[config.mk]
export PLATFORM = sky130hd
export DESIGN_NAME = bus_seq_top
export DESIGN_NICKNAME = d
export VERILOG_FILES = /design/src/rtl/bus_seq_pkg.sv /design/src/rtl/bus_seq_rstflt.sv /design/src/rtl/bus_seq_ctrl.sv /design/src/rtl/bus_seq_dp.sv /design/src/rtl/bus_seq_top.sv
export SDC_FILE = /design/constraint.sdc
export NUM_CORES = 1
export LEC_CHECK = 0
export CAP_MARGIN = 10
export CORE_MARGIN = 2
export CORE_UTILIZATION = 45
export CTS_CLUSTER_SIZE = 40
export DETAILED_ROUTE_END_ITERATION = 8
export GPL_ROUTABILITY_DRIVEN = 0
export MAX_ROUTING_LAYER = met4
export PLACE_DENSITY = 0.86
export SLEW_MARGIN = 15
export SYNTH_ARGS = -nofsm -noshare
export SYNTH_HDL_FRONTEND = slang
export SYNTH_SLANG_ARGS = --single-unit
export TNS_END_PERCENT = 5
[constraint.sdc]
create_clock -name clk -period 3.88 [get_ports clk]
set_input_delay 0.776 -clock clk [delete_from_list [all_inputs] [get_ports clk]]
set_output_delay 0.776 -clock clk [all_outputs]
set_load 0.1 [all_outputs]
[src/rtl/bus_seq_pkg.sv]
package bus_seq_pkg;
  typedef enum logic [1:0] {
    KIND_FETCH  = 2'b00,
    KIND_CODERD = 2'b01,
    KIND_DATA16 = 2'b10,
    KIND_DATA8  = 2'b11
  } req_kind_e;

  // strobes from the control to the datapath
  typedef struct packed {
    logic loadOp;
    logic driveAddr;
    logic driveData;
    logic useAddrHi;
    logic useNext;
    logic capture;
  } dp_strobe_t;
endpackage

[src/rtl/bus_seq_rstflt.sv]
module bus_seq_rstflt #(
  parameter int LIMIT = 24
) (
  input  logic clk,
  input  logic arstN,
  input  logic rstPin,
  output logic coreReset
);
  localparam int CW = $clog2(LIMIT + 1);
  localparam logic [CW-1:0] LAST = CW'(LIMIT - 1);

  logic [CW-1:0] highCount;

  always_ff @(posedge clk or negedge arstN) begin
    if (!arstN) begin
      highCount <= '0;
      coreReset <= 1'b1;
    end else if (!rstPin) begin
      highCount <= '0;
      coreReset <= 1'b0;
    end else if (highCount == LAST) begin
      coreReset <= 1'b1;
    end else begin
      highCount <= highCount + 1'b1;
    end
  end
endmodule

[src/rtl/bus_seq_ctrl.sv]
module bus_seq_ctrl
  import bus_seq_pkg::*;
#(
  parameter int STATES = 6
) (
  input  logic       clk,
  input  logic       arstN,
  input  logic       coreReset,
  input  logic       reqValid,
  input  logic [1:0] reqKind,
  input  logic       reqWrite,
  input  logic       aleOff,
  input  logic       internalRomEn,
  output logic       reqReady,
  output logic       ale,
  output logic       psenN,
  output logic       rdN,
  output logic       wrN,
  output dp_strobe_t strobe
);
  localparam int CYCLE_LEN = 2 * STATES;
  localparam int CW = $clog2(CYCLE_LEN);
  localparam logic [CW-1:0] LAST    = CW'(CYCLE_LEN - 1);
  localparam logic [CW-1:0] ALE2A   = CW'(STATES);
  localparam logic [CW-1:0] ALE2B   = CW'(STATES + 1);
  localparam logic [CW-1:0] PS1S    = CW'(2);
  localparam logic [CW-1:0] PS1E    = CW'(4);
  localparam logic [CW-1:0] PS2S    = CW'(STATES + 2);
  localparam logic [CW-1:0] PS2E    = CW'(STATES + 4);
  localparam logic [CW-1:0] STRB_S  = CW'(4);
  localparam logic [CW-1:0] STRB_E  = CW'(CYCLE_LEN - 3);
  localparam logic [CW-1:0] WDATA_E = CW'(CYCLE_LEN - 2);
  localparam logic [CW-1:0] ONE     = CW'(1);

  logic [CW-1:0] step;
  logic          opValid;
  req_kind_e     opKind;
  logic          opWrite;

  always_ff @(posedge clk or negedge arstN) begin
    if (!arstN) begin
      step    <= '0;
      opValid <= 1'b0;
      opKind  <= KIND_FETCH;
      opWrite <= 1'b0;
    end else if (coreReset) begin
      step    <= '0;
      opValid <= 1'b0;
    end else begin
      if (step == LAST) begin
        step    <= '0;
        opValid <= reqValid;
        opKind  <= req_kind_e'(reqKind);
        opWrite <= reqWrite;
      end else begin
        step <= step + 1'b1;
      end
    end
  end

  logic isCode, extCode, isData, isRead, isWrite;
  logic inAle1, inAle2, inPs1, inPs2, inStrb;

  always_comb begin
    isCode  = opValid && (opKind == KIND_FETCH || opKind == KIND_CODERD);
    extCode = isCode && !internalRomEn;
    isData  = opValid && (opKind == KIND_DATA16 || opKind == KIND_DATA8);
    isRead  = isData && !opWrite;
    isWrite = isData && opWrite;
    inAle1  = step <= ONE;
    inAle2  = step == ALE2A || step == ALE2B;
    inPs1   = step >= PS1S && step <= PS1E;
    inPs2   = step >= PS2S && step <= PS2E;
    inStrb  = step >= STRB_S && step <= STRB_E;
  end

  logic aleAllowed;
  always_comb begin
    aleAllowed = !aleOff || (opValid && opKind != KIND_FETCH);
    reqReady   = !coreReset && step == LAST;
    ale        = !coreReset && aleAllowed && (inAle1 || (inAle2 && !isData));
    psenN      = coreReset || !(extCode && (inPs1 || inPs2));
    rdN        = coreReset || !(isRead && inStrb);
    wrN        = coreReset || !(isWrite && inStrb);

    strobe.loadOp    = reqReady && reqValid;
    strobe.driveAddr = !coreReset &&
                       ((extCode && (inAle1 || inAle2)) || (isData && inAle1));
    strobe.driveData = !coreReset && isWrite && step >= PS1S && step <= WDATA_E;
    strobe.useAddrHi = !coreReset &&
                       (extCode || (isData && opKind == KIND_DATA16));
    strobe.useNext   = extCode && step >= ALE2A;
    strobe.capture   = !coreReset &&
                       ((extCode && (step == PS1E || step == PS2E)) ||
                        (isRead && step == STRB_E));
  end
endmodule

[src/rtl/bus_seq_dp.sv]
module bus_seq_dp
  import bus_seq_pkg::*;
#(
  parameter int ADDR_W = 16,
  parameter int DATA_W = 8
) (
  input  logic              clk,
  input  logic              arstN,
  input  dp_strobe_t        strobe,
  input  logic [ADDR_W-1:0] reqAddr,
  input  logic [DATA_W-1:0] reqWdata,
  input  logic [DATA_W-1:0] hiLatch,
  input  logic [DATA_W-1:0] loPortIn,
  output logic [DATA_W-1:0] loPortOut,
  output logic              loPortOe,
  output logic [DATA_W-1:0] hiPortOut,
  output logic [DATA_W-1:0] rdData,
  output logic              rdValid
);
  localparam int HI_W = ADDR_W - DATA_W;

  logic [ADDR_W-1:0] addrQ;
  logic [DATA_W-1:0] wdataQ;
  logic [ADDR_W-1:0] curAddr;

  always_ff @(posedge clk or negedge arstN) begin
    if (!arstN) begin
      addrQ   <= '0;
      wdataQ  <= '0;
      rdData  <= '0;
      rdValid <= 1'b0;
    end else begin
      if (strobe.loadOp) begin
        addrQ  <= reqAddr;
        wdataQ <= reqWdata;
      end
      if (strobe.capture) rdData <= loPortIn;
      rdValid <= strobe.capture;
    end
  end

  always_comb begin
    curAddr   = strobe.useNext ? addrQ + 1'b1 : addrQ;
    loPortOe  = strobe.driveAddr || strobe.driveData;
    if (strobe.driveAddr)      loPortOut = curAddr[DATA_W-1:0];
    else if (strobe.driveData) loPortOut = wdataQ;
    else                       loPortOut = '0;
    hiPortOut = strobe.useAddrHi ? DATA_W'(curAddr[ADDR_W-1 -: HI_W]) : hiLatch;
  end
endmodule

[src/rtl/bus_seq_top.sv]
module bus_seq_top
  import bus_seq_pkg::*;
#(
  parameter int ADDR_W   = 16,
  parameter int DATA_W   = 8,
  parameter int STATES   = 6,
  parameter int RST_MCYC = 2
) (
  input  logic              clk,
  input  logic              arstN,
  input  logic              rstPin,
  output logic              coreReset,
  input  logic              reqValid,
  input  logic [1:0]        reqKind,
  input  logic              reqWrite,
  input  logic [ADDR_W-1:0] reqAddr,
  input  logic [DATA_W-1:0] reqWdata,
  output logic              reqReady,
  input  logic              aleOff,
  input  logic              internalRomEn,
  input  logic [DATA_W-1:0] hiLatch,
  input  logic [DATA_W-1:0] loPortIn,
  output logic              ale,
  output logic              psenN,
  output logic              rdN,
  output logic              wrN,
  output logic [DATA_W-1:0] loPortOut,
  output logic              loPortOe,
  output logic [DATA_W-1:0] hiPortOut,
  output logic [DATA_W-1:0] rdData,
  output logic              rdValid
);
  localparam int RST_LIMIT = RST_MCYC * 2 * STATES;

  dp_strobe_t strobe;

  bus_seq_rstflt #(.LIMIT(RST_LIMIT)) u_rstflt (
    .clk(clk), .arstN(arstN), .rstPin(rstPin), .coreReset(coreReset)
  );

  bus_seq_ctrl #(.STATES(STATES)) u_ctrl (
    .clk(clk), .arstN(arstN), .coreReset(coreReset),
    .reqValid(reqValid), .reqKind(reqKind), .reqWrite(reqWrite),
    .aleOff(aleOff), .internalRomEn(internalRomEn),
    .reqReady(reqReady), .ale(ale), .psenN(psenN), .rdN(rdN), .wrN(wrN),
    .strobe(strobe)
  );

  bus_seq_dp #(.ADDR_W(ADDR_W), .DATA_W(DATA_W)) u_dp (
    .clk(clk), .arstN(arstN), .strobe(strobe),
    .reqAddr(reqAddr), .reqWdata(reqWdata), .hiLatch(hiLatch),
    .loPortIn(loPortIn), .loPortOut(loPortOut), .loPortOe(loPortOe),
    .hiPortOut(hiPortOut), .rdData(rdData), .rdValid(rdValid)
  );
endmodule

# == Word level (Yosys, flattened, before mapping) ==
# Index checks and enable logic that the tools add are counted.
# totals
out_inout_bits,32
elab_cells,102
regBits,47
# op_classes
n_lt_le_gt_ge,8
n_reduce_logical,56
n_eq_ne,12
add_sub_neg,3
bitwise_logic,1
n_mux,12
# ops
op,n
logical AND 1 bit,29
two-way mux 8 bit,3
"adder 16 x 1 -> 16 bit, second input constant",1
two-way mux 16 bit,1
logical OR 1 bit,15
"equality test 4 x 3 -> 1 bit, second input constant",3
"equality test 4 bit, second input constant",3
two-way mux 5 bit,2
">= comparator 4 x 3 -> 1 bit, second input constant",2
"<= comparator 4 bit, second input constant",2
logical NOT 1 bit,8
two-way mux 4 bit,2
"adder 5 x 1 -> 5 bit, second input constant",1
"equality test 5 bit, second input constant",1
"adder 4 x 1 -> 4 bit, second input constant",1
"equality test 2 bit, second input constant",2
">= comparator 4 x 2 -> 1 bit, second input constant",1
">= comparator 4 bit, second input constant",1
"<= comparator 4 x 1 -> 1 bit, second input constant",1
"<= comparator 4 x 3 -> 1 bit, second input constant",1
two-way mux 1 bit,4
nonzero test 2 bit,2
"equality test 2 x 1 -> 1 bit, second input constant",1
logical NOT 2 bit,1
4 further kinds,4

# == Longest topological paths before layout ==
# depth
ltp_word,9
depth_mapped,8
ltp_nobuf,7

# == Hierarchy ==
# Synthesis repeated with hierarchy kept, for this count alone.
# unflattened
hier_cells,240
hier_area_um2,2633.8
# by_module_without_submodules
mod,seq_area_each_um2,cells_per_inst,n_inst,area_per_inst_um2
bus_seq_dp,825.8,148,1,1696.6
bus_seq_ctrl,200.2,68,1,650.6
bus_seq_rstflt,151.4,24,1,286.5

# == Worst setup path after synthesis ==
# Ideal clock, no wire load.
# synth_path
path_kind,input-to-output
start,input internalRomEn
end,output loPortOut[7]
setup_slack_ps,-514
arrival_ps,3618
path_buffers,0
path_stages,5
cell_sequence,nor3b_4 > nand3_1 > nor3_1 > xnor2_1 > o21ai_0
# synth_via
elab_chain_len,6
elab_cells_between_ends,8
# synth_lines
element,line_no,text
"start, declared",bus_seq_top.sv:20,"input logic internalRomEn,"
logical NOT 1 bit (*),bus_seq_ctrl.sv:66,extCode = isCode && !internalRomEn;
logical AND 1 bit (*),bus_seq_ctrl.sv:66,
logical AND 1 bit,bus_seq_ctrl.sv:88,((extCode && (inAle1 || inAle2)) || (isData && inAle1));
logical OR 1 bit,bus_seq_ctrl.sv:88,
logical AND 1 bit,bus_seq_ctrl.sv:87,strobe.driveAddr = !coreReset &&
two-way mux 8 bit (*),bus_seq_dp.sv:45,if (strobe.driveAddr) loPortOut = curAddr[DATA_W-1:0];
"end, declared",bus_seq_top.sv:27,"output logic [DATA_W-1:0] loPortOut,"
# Every way passes the cells marked *; elsewhere a longest branch is shown, timed or not.

# == Worst setup path after layout ==
# layout_path
start,input internalRomEn
end,output hiPortOut[1]
# layout_via
elab_chain_len,5
elab_cells_between_ends,7
# layout_lines
element,line_no,text
logical NOT 1 bit (*),bus_seq_ctrl.sv:66,
logical AND 1 bit (*),bus_seq_ctrl.sv:66,
logical AND 1 bit or logical OR 1 bit (tied branches),"bus_seq_ctrl.sv:92, bus_seq_ctrl.sv:91",
two-way mux 16 bit or logical AND 1 bit (tied branches),"bus_seq_dp.sv:43, bus_seq_ctrl.sv:90",
two-way mux 8 bit (*),bus_seq_dp.sv:48,hiPortOut = strobe.useAddrHi ? DATA_W'(curAddr[ADDR_W-1 -: HI_W]) : hiLatch;
"end, declared",bus_seq_top.sv:29,"output logic [DATA_W-1:0] hiPortOut,"
# Marked as above.

==> results.toml <==
[status]
outcome = "complete, no violations"

[synthesis]
yosysTopAreaCell = "dfrtp_1"
syn_inst = 238
synth_top_flop_cell = "dfrtp_1"
synth_area_um2 = 2630
synth.distinct_cells = 49
synth_async_sr_flop_share = 1.00
synth_top_area_frac = 0.437
synth.avg_cell_area_um2 = 11.1
ys_seq_area_frac = 0.447
yosysWarningCount = 0
syn_nets = 294
ys_top_cells_by_area = "dfrtp_1, mux2_2, xnor2_1"
synth-seq-cells = 47
synth_edf_count = 0

[global_route]
grt_pass1_vias = 2105
grt_pass1_wl_mm = 9.99
grt_max_degree = 48
antenna_found_initial = 0
gr-usage-all-layers = 0.206
grt_overflow = 0

[clock_network]
root_buffer = "clkbuf_8"
cts_tree = "built"
clock_sinks = 47
ctsHoldBuffers = 0
worst_skew_pair.late_latency_ns = 0.30
cts_max_path_buffers = 2
cts_resized = 0
cts_setup_buffers = 0
path_clk_slew_ns = 0.08
htreeDepth = 2
cts_made_buffers = 5

[worst_setup_path]
crit_path_cell_trace = "clkdlybuf4s50_1 -> nor3b_4 -> nand3_1 -> nor3_1 -> xnor2_1 -> a21oi_1 -> buf_12"
reg2reg_depth = 5
path_class = "in -> out"
cp_data_required_time_ns = 3.10
crit_fanout = 7
end_kind = "output port"
slowest_delay_ns = 0.48
r2r_slack_ns = 1.73
slowest_stage = "clkdlybuf4s50_1"
start_kind = "primary input"
startpoint = "internalRomEn"
reg2reg_from = "u_ctrl.step[1]"
worstPathArrival_ns = 2.77

[drt]
vias_per_cell = 5.35
wirelength_mm = 6.11
wl_per_cell_um = 15.6
drtAntennaViolNets = 0
wl_met1_mm = 2.55
vias = 2099
drc = 0
top_layer_used = "met4"
wl_met2_mm = 3.09
dr.pass1.iters = 4
met3_length_um = 377
drt_iter0_drc = 85

[power]
p_comb_frac = 0.608
power.density_nw_per_um2 = 854
switching_share = 0.514
power_leakage_nw = 1.53
intPower_mw = 1.55
net-switching-power_mw = 1.64
clkPwrFrac = 0.102
seqPwrFrac = 0.290
design_power_total_mw = 3.18
ir_drop_mv = 0.741

[floorplan]
die_y_um = 80.5
num_rows = 27
ios = 81
dieArea_um2 = 6480
coreArea_um2 = 5570
die_w_um = 80.5
start_util = 0.473

[timing]
setup_violations = 0
finalCriticalPeriod_ns = 3.55
clock.fmax_mhz = 282
slew_headroom = 0.305
drv_slew = 0
clock_skew_ns = 0.00650
rsz0062_at_grt = "false"
post-route-period-util = 0.914
tightest_slew_ns = 1.04
final-hold-violation-count = 0
worst_slack_ns = 0.332
setup_tns_ns = 0
whs_ns = 0.501

[cells_and_area]
final_cell_mix = "clkdlybuf4s50_1, dfrtp_1, mux2_2"
drive_gt1_frac = 0.250
fin_cells = 392
final_area_um2 = 3720
syn_to_final_growth_pct = 41.4
nets = 375
fin_util = 0.668
diodes = 0
final_common_cell = "clkdlybuf4s50_1"

[placement]
placed_area_um2 = 3620
numPlacedInstances = 384
dpl.hpwl_mm = 4.58
dp_worst_setup_slack_ns = 0.337
io_buffers = 80

[run]
cap_viol_max_count = 0

[min_path]
hold_class = "reg -> reg"
hp-start = "u_dp.wdataQ[2]"
worstHoldPathCells = 1
path summary, 6_finish.rpt:
check	to
max in group asynchronous	u_dp.addrQ[3]
min in group asynchronous	u_dp.rdData[6]
min reg2reg	u_dp.wdataQ[2]
max	hiPortOut[1]
max reg2reg	u_dp.wdataQ[3]
min	u_dp.wdataQ[2]
logic make-up after synthesis:
group,count (synthesis),synth area share
AND/OR/NAND/NOR,76,0.156
AO/OA/AOI/OAI,38,0.114
adder cells (fa/ha/maj),7,0.0333
buffers and inverters,14,0.0285
flip-flops,47,0.447
XOR/XNOR,18,0.0599
multiplexers,38,0.161
synthesized netlist by cell type (2+ instances only):
| cell type | n |
|---|---|
| and3_1 | 5 |
| nand2_1 | 17 |
| a32oi_1 | 2 |
| xor2_1 | 4 |
| a21oi_1 | 7 |
| nand4_1 | 2 |
| a211oi_1 | 2 |
| inv_1 | 5 |
| nor2_1 | 20 |
| xnor2_1 | 14 |
| nor3_1 | 4 |
| mux2i_1 | 3 |
| buf_2 | 3 |
| a21boi_0 | 2 |
| buf_4 | 5 |
| o21a_1 | 2 |
| mux2_1 | 4 |
| mux2_2 | 31 |
| dfrtp_1 | 46 |
| o21ai_0 | 4 |
| nand3_1 | 6 |
| nor2b_1 | 3 |
| o2111ai_1 | 2 |
| nor4_1 | 3 |
| nand2b_1 | 3 |
| a21oi_2 | 3 |
| ha_1 | 7 |
| and2_1 | 2 |
| o2bb2ai_1 | 7 |
critical path: cells and delay by family:
family / cells / cell delay [ns]
xor+xnor: 1 / 0.11
compound gates: 1 / 0.28
buf+inv: 2 / 0.70
simple gates: 3 / 0.90
area by class of cell:
| class | count | area (um^2) |
|---|---|---|
| multi-input combinational | 177 | 1380 |
| timing repair buffer | 82 | 953 |
| clock buffer | 8 | 100 |
| fill | 420 | 1850 |
| inverter | 6 | 22.5 |
| sequential | 47 | 1180 |
| tap | 72 | 90.1 |
power groups by stage:
stage               Clock (mW)  Sequential, mW  Combinational (mW)
finish                   0.326           0.921                1.93
global route             0.352           0.954                2.03
CTS                      0.330           0.917                1.95
detailed placement           0           0.924                1.94
global placement             0           0.910                1.90
floorplan                    0            1.18                1.12
routing by layer:
metal	track usage	vias to the layer above
met5	-	-
met4	0.0712	0
met3	0.0360	8
met2	0.341	83
met1	0.255	1003
li1	-	1005
sequential cells by signal, summed over array words and instances (netlist names):
name,count
u_dp.addrQ,16
u_dp.rdValid,1
u_ctrl.opValid,1
u_dp.wdataQ,8
u_ctrl.opKind,2
u_ctrl.opWrite,1
u_rstflt.coreReset,1
u_dp.rdData,8
u_rstflt.highCount,5
u_ctrl.step,4
No activity file was read; power rests on OpenSTA's default activity.
